===== config.mk =====
export PLATFORM = sky130hd
export DESIGN_NAME = bridge_ctrl
export DESIGN_NICKNAME = d
export VERILOG_FILES = /design/src/rtl/bridge_ctrl.sv
export SDC_FILE = /design/constraint.sdc
export NUM_CORES = 1
export LEC_CHECK = 0
export ABC_CLOCK_PERIOD_IN_PS = 1800
export CORE_AREA = 3 3 40 42
export CTS_CLUSTER_DIAMETER = 30
export DETAILED_ROUTE_END_ITERATION = 10
export DIE_AREA = 0 0 43 45
export PLACE_DENSITY = 0.73
export SLEW_MARGIN = 20
export SYNTH_ARGS = -nofsm -noshare
export SYNTH_HDL_FRONTEND = slang
export SYNTH_SLANG_ARGS = --single-unit

===== constraint.sdc =====
create_clock -name clk -period 1.8 [get_ports clk]
set_input_delay 0.36 -clock clk [delete_from_list [all_inputs] [get_ports clk]]
set_output_delay 0.36 -clock clk [all_outputs]
set_load 0.005 [all_outputs]

===== src/rtl/bridge_ctrl.sv =====
module bridge_ctrl #(
  parameter int TEMP_W = 8,
  parameter int WARN_C = 130,
  parameter int SHUT_C = 150,
  parameter int HYST_C = 25
) (
  input  logic              clk,
  input  logic              rst_n,
  input  logic [1:0]        mode,
  input  logic              hiz_n,
  input  logic              pwr_en,
  input  logic              l_a,
  input  logic              l_b,
  input  logic              r_a,
  input  logic              r_b,
  input  logic              ocp_flag,
  input  logic              uvlo_flag,
  input  logic [TEMP_W-1:0] temp_code,
  output logic [3:0]        gate_l,
  output logic [3:0]        gate_r,
  output logic              fault_n,
  output logic              warn_n
);
  localparam logic [TEMP_W-1:0] WARN_T = TEMP_W'(WARN_C);
  localparam logic [TEMP_W-1:0] SHUT_T = TEMP_W'(SHUT_C);
  localparam logic [TEMP_W-1:0] REL_T  = TEMP_W'(SHUT_C - HYST_C);

  localparam logic [1:0] M_STEREO = 2'b00;
  localparam logic [1:0] M_MONO   = 2'b01;
  localparam logic [1:0] M_HALF   = 2'b10;

  function automatic logic [3:0] tern(input logic a, input logic b);
    case ({a, b})
      2'b10:   return 4'b1001;
      2'b01:   return 4'b0110;
      default: return 4'b0101;
    endcase
  endfunction

  function automatic logic [3:0] halfb(input logic a, input logic b);
    return {a, ~a, b, ~b};
  endfunction

  logic [3:0] raw_l, raw_r;
  logic       therm_q, therm_trip, fault_now, fault_q, low_seen, drive_en;

  always_comb begin
    case (mode)
      M_STEREO: begin raw_l = tern(l_a, l_b);  raw_r = tern(r_a, r_b);  end
      M_MONO:   begin raw_l = tern(l_a, l_b);  raw_r = tern(l_a, l_b);  end
      M_HALF:   begin raw_l = halfb(l_a, l_b); raw_r = halfb(r_a, r_b); end
      default:  begin raw_l = 4'b0000;         raw_r = 4'b0000;         end
    endcase
  end

  assign therm_trip = (temp_code >= SHUT_T) || (therm_q && (temp_code > REL_T));
  assign fault_now  = ocp_flag || therm_trip;

  always_ff @(posedge clk or negedge rst_n) begin
    if (!rst_n) begin
      therm_q  <= 1'b0;
      fault_q  <= 1'b0;
      low_seen <= 1'b0;
    end else begin
      therm_q  <= therm_trip;
      low_seen <= fault_q && !hiz_n;
      if (fault_now)
        fault_q <= 1'b1;
      else if (fault_q && low_seen && hiz_n)
        fault_q <= 1'b0;
    end
  end

  assign drive_en = hiz_n && pwr_en && !uvlo_flag && !fault_q && !fault_now;
  assign gate_l   = drive_en ? raw_l : 4'b0000;
  assign gate_r   = drive_en ? raw_r : 4'b0000;
  assign fault_n  = !(fault_q || fault_now);
  assign warn_n   = !(temp_code >= WARN_T);

  assert_hiz_off_R1: assert property (@(posedge clk) disable iff (!rst_n)
    !hiz_n |-> (gate_l == 4'b0000 && gate_r == 4'b0000));

  assert_no_shoot_R2: assert property (@(posedge clk) disable iff (!rst_n)
    !(gate_l[3] && gate_l[2]) && !(gate_l[1] && gate_l[0]) &&
    !(gate_r[3] && gate_r[2]) && !(gate_r[1] && gate_r[0]));

  assert_ocp_off_R7: assert property (@(posedge clk) disable iff (!rst_n)
    ocp_flag |-> (!fault_n && gate_l == 4'b0000 && gate_r == 4'b0000));

  assert_ocp_latch_R7: assert property (@(posedge clk) disable iff (!rst_n)
    ocp_flag |=> !fault_n);

  assert_no_clear_low_R8: assert property (@(posedge clk) disable iff (!rst_n)
    (!fault_n && !hiz_n) |=> !fault_n);

  assert_shut_fault_R10: assert property (@(posedge clk) disable iff (!rst_n)
    (temp_code >= SHUT_T) |-> !fault_n);

  assert_uvlo_off_R11: assert property (@(posedge clk) disable iff (!rst_n)
    uvlo_flag |-> (gate_l == 4'b0000 && gate_r == 4'b0000));

  assert_pwrdn_off_R12: assert property (@(posedge clk) disable iff (!rst_n)
    !pwr_en |-> (gate_l == 4'b0000 && gate_r == 4'b0000));
endmodule


==> results of run 1 <==
## Yosys cell counts (2+ instances only)
cell,count,share of area (%)
a211oi_1,3,6.0
a32oi_1,2,4.6
clkbuf_1,2,2.0
dfrtp_1,3,20
nand2_1,2,2.0
nand2b_1,4,6.6
nand3_1,3,4.0
nor2_1,6,6.0
nor2b_1,3,5.0
nor3_1,7,9.3
nor4_1,2,3.3
o22a_1,2,4.6
or4_1,2,4.0
## power by group through the flow
| stage | clock network [mW] | logic [mW] | registers [mW] |
|---|---|---|---|
| floorplan | 0 | 0.0409 | 0.0753 |
| global placement | 0 | 0.120 | 0.0753 |
| detailed placement | 0 | 0.122 | 0.0754 |
| CTS | 0.118 | 0.138 | 0.0747 |
| global route | 0.122 | 0.158 | 0.0752 |
| finish | 0.113 | 0.148 | 0.0749 |
## per-stage QoR
| stage | setup TNS [ns] | worst slack (ns) | instance area, µm² | power (mW) | hold slack, ns |
|---|---|---|---|---|---|
| after floorplan | 0 | 0.1892 | 377.9 | 0.1161 | 0.06441 |
| after global placement | -7.427 | -0.7618 | 765.7 | 0.1955 | 0.5556 |
| after detailed placement | -7.612 | -0.7618 | 765.7 | 0.1969 | 0.5552 |
| after CTS | -1.256 | -0.1991 | 888.4 | 0.3310 | 0.3151 |
| after global routing | -1.336 | -0.1779 | 908.4 | 0.3561 | 0.3275 |
| final | -0.7978 | -0.1255 | 908.4 | 0.3363 | 0.3203 |
## worst max path at each step
stage	from	to	slack, ns	cells past startpoint
global route	fault_q$_DFFE_PN0P_	gate_l[0]	-0.18	4
finish	pwr_en	gate_l[0]	-0.13	6
floorplan	fault_q$_DFFE_PN0P_	gate_l[0]	0.19	3
CTS	therm_q$_DFF_PN0_	gate_l[3]	-0.20	5
global placement	temp_code[3]	warn_n	-0.76	5
detailed placement	temp_code[3]	warn_n	-0.76	5
## layer usage
metal / wire, µm / global-route usage, % / vias up
met5: 0 / 0 / -
met2: 900 / 34.13 / 30
met1: 683 / 21.01 / 285
met4: 21 / 5.422 / 0
met3: 129 / 1.195 / 2
li1: - / - / 292
## state kept, by name, summed over array words and instances (netlist names)
register  cells
therm_q       1
low_seen      1
fault_q       1
## critical path, stage by stage
cell	delay (ns)
clkdlybuf4s15_1	0.17
nand2_1	0.07
or4_4	0.58
buf_6	0.15
nor3_4	0.11
buf_2	0.13
## cells by family after synthesis
group	after synthesis
DFF	3
AOI/OAI and AO/OA	11
and+or+nand+nor	30
buffers and inverters	5
## layout make-up
cell class | instances | share of cell area (%)
clock buffers | 4 | 2.893
inverters | 1 | 0.4132
repair buffers | 50 | 41.32
multi-input cells | 42 | 45.04
well taps | 15 | 2.066
flip-flops and latches | 3 | 8.264
## timing repair
action,4_1_cts,5_1_grt
gates cloned,1,0
resized for setup,81,15
pin swaps,16,9
buffers inserted,7,0
endpoints found under the setup margin,10,11
==> metrics.log, run 1 <==
INFO  metric core-area = between 1000 and 1500 µm²
INFO  metric fraction_of_power_consumed_by_the_clock_network = 33.6%
INFO  metric setup.worst_path.start_class = input port
INFO  metric netSwitchingFraction = 30.84%
INFO  metric slack_of_the_worst_reg_to_reg_path = about 0.13 ns
INFO  metric final.min_clock_period = 1.926 ns
INFO  metric worst_hold_path_type = input port to async pin
INFO  metric synth_area = 377.9 µm²
INFO  metric max-slew-margin-rel = 75.66%
INFO  metric worst-endpoint-required = 1.44 ns
INFO  metric worstRegToRegCells = 6
INFO  metric synth-simple-area-share = a little over two fifths
INFO  metric hpwlAfterDp = 1006 µm
INFO  metric power_frac_seq = 22.3%
INFO  metric ctsHtreeMaxLevel = 1
INFO  metric status = finished with violations
INFO  metric cts.hold.buffers_added = 0
INFO  metric setup_ws = -0.1255 ns
INFO  metric detail_route.first_pass.iterations = 4
INFO  metric power_switching = 0.1037 mW
INFO  metric synthesis.nets = 69
INFO  metric yosys.area_share.adder = 0%
INFO  metric starting_density = 29.41%
INFO  metric drv_cap = 0
INFO  metric numPlacedInstances = 103
INFO  metric ys_warn_count = 0
INFO  metric grt_pass1_wl = 2663 µm
INFO  metric dominant_combinational_cell_family_by_area_after_synthesis = simple AND/OR/NAND/NOR gates
INFO  metric netlist-cell-type-count = 21
INFO  metric asyncSetResetFlopFracSynth = 100.0%
INFO  metric register_bit_total_from_synthesis = 3
INFO  metric antenna_found_initial = 0
INFO  metric routed-via-count = 609
INFO  metric cp_max_fo = 3
INFO  metric yosysSeqAreaShare = 19.87%
INFO  metric timing.clock.skew = ~0.0026 ns
INFO  metric drc = 0
INFO  metric clkTransAtPathRegs = 0.04 ns
INFO  metric totalWireLength = ~1700 µm
INFO  metric num_antenna_cells = 0
INFO  metric finalNetCount = 121
INFO  metric rsz0062_at_grt = true
INFO  metric number_of_global_route_vias_before_repair = 627
INFO  metric maxSlewViolCount = 0
INFO  metric detail_route.vias_per_cell = 5.296
INFO  metric mostFrequentLayoutCells = 20 x buf_4, 12 x buf_2, 6 x nor3_2, 5 x nor2_1
INFO  metric cts_tree = yes
INFO  metric power.static_leakage = 0.4153 nW
INFO  metric clock_insertion_delay_worst_skew = 0.23 ns
INFO  metric max_slew.worst_pin.slew = 0.3651 ns
INFO  metric grt-ovfl-total = 0
INFO  metric largest_net_degree_at_the_start_of_global_routing = 8
INFO  metric synthXorXnorAreaFrac = 0%
INFO  metric post-route-util = 70.69%
INFO  metric highest_attainable_clock_frequency = slightly above 0.5 GHz
INFO  metric boundaryPins = 30
INFO  metric synth_compound_gate_area_share = 31.13%
INFO  metric gpl.final_weighted_congestion = 0.7383
INFO  metric floorplan.rows = 13
INFO  metric synth_area_per_cell = ~7.7 µm²
INFO  metric internal-power = 0.2326 mW
INFO  metric flow.area_growth_from_synthesis = 140.4%
INFO  metric syn_inst = 49
INFO  metric first_iter_violations = 13
INFO  metric route.detailed.wl_per_inst = 15.09 µm
INFO  metric ys_dominant_reg_cell = dfrtp_1
INFO  metric violations = negative setup slack
INFO  metric hold_violations = 0
INFO  metric fillerInstances = around 110
INFO  metric floorplan.die.height = 45 µm
INFO  metric grt_use_total = 17.75%
INFO  metric layout_commonest_cell = buf_4
INFO  metric die_x = 43 µm
INFO  metric worstSetupEndpointType = output port
INFO  metric p_per_area = 370.2 nW/µm²
INFO  metric ant_nets = 0
INFO  metric portBuffers = 28
INFO  metric die_area = 1935 µm²
INFO  metric final_cell_count_no_fill = 115
INFO  metric min_period_over_period = 107.0%
INFO  metric register_area = 75.07 µm²
INFO  metric count_of_flip_flops_with_a_built_in_enable_after_synthesis = 0
INFO  metric combPwrFrac = 44.1%
INFO  metric timing.setup.critical_path_class = input port to output port
INFO  metric clock-sinks = 3
INFO  metric crit-reg2reg-launch = therm_q$_DFF_PN0_
INFO  metric cts-root-to-sink-buffers = 2
INFO  metric report.final.setup_viol = 9
INFO  metric final_layout_size_suffix_gt1_share = 63.00%
INFO  metric multiInputGateArea = 409.1 µm²
INFO  metric critical_path_arrival = 1.57 ns
INFO  metric worst_ir_drop_vdd = 251.7 µV
INFO  metric rr_endpoint = fault_q$_DFFE_PN0P_
INFO  metric post_synth_mux_area_share = 0%
INFO  metric cts_buffers = 3
INFO  metric cts_root_buf = clkbuf_4
Note: power is estimated with default switching activity, not from simulation.
==> run 2, diff against run 1 <==
Settings changed: ABC_CLOCK_PERIOD_IN_PS 1800 to default.
==> results of run 2 <==
No change in the layout: final DEF, timing and power equal those of run 1.
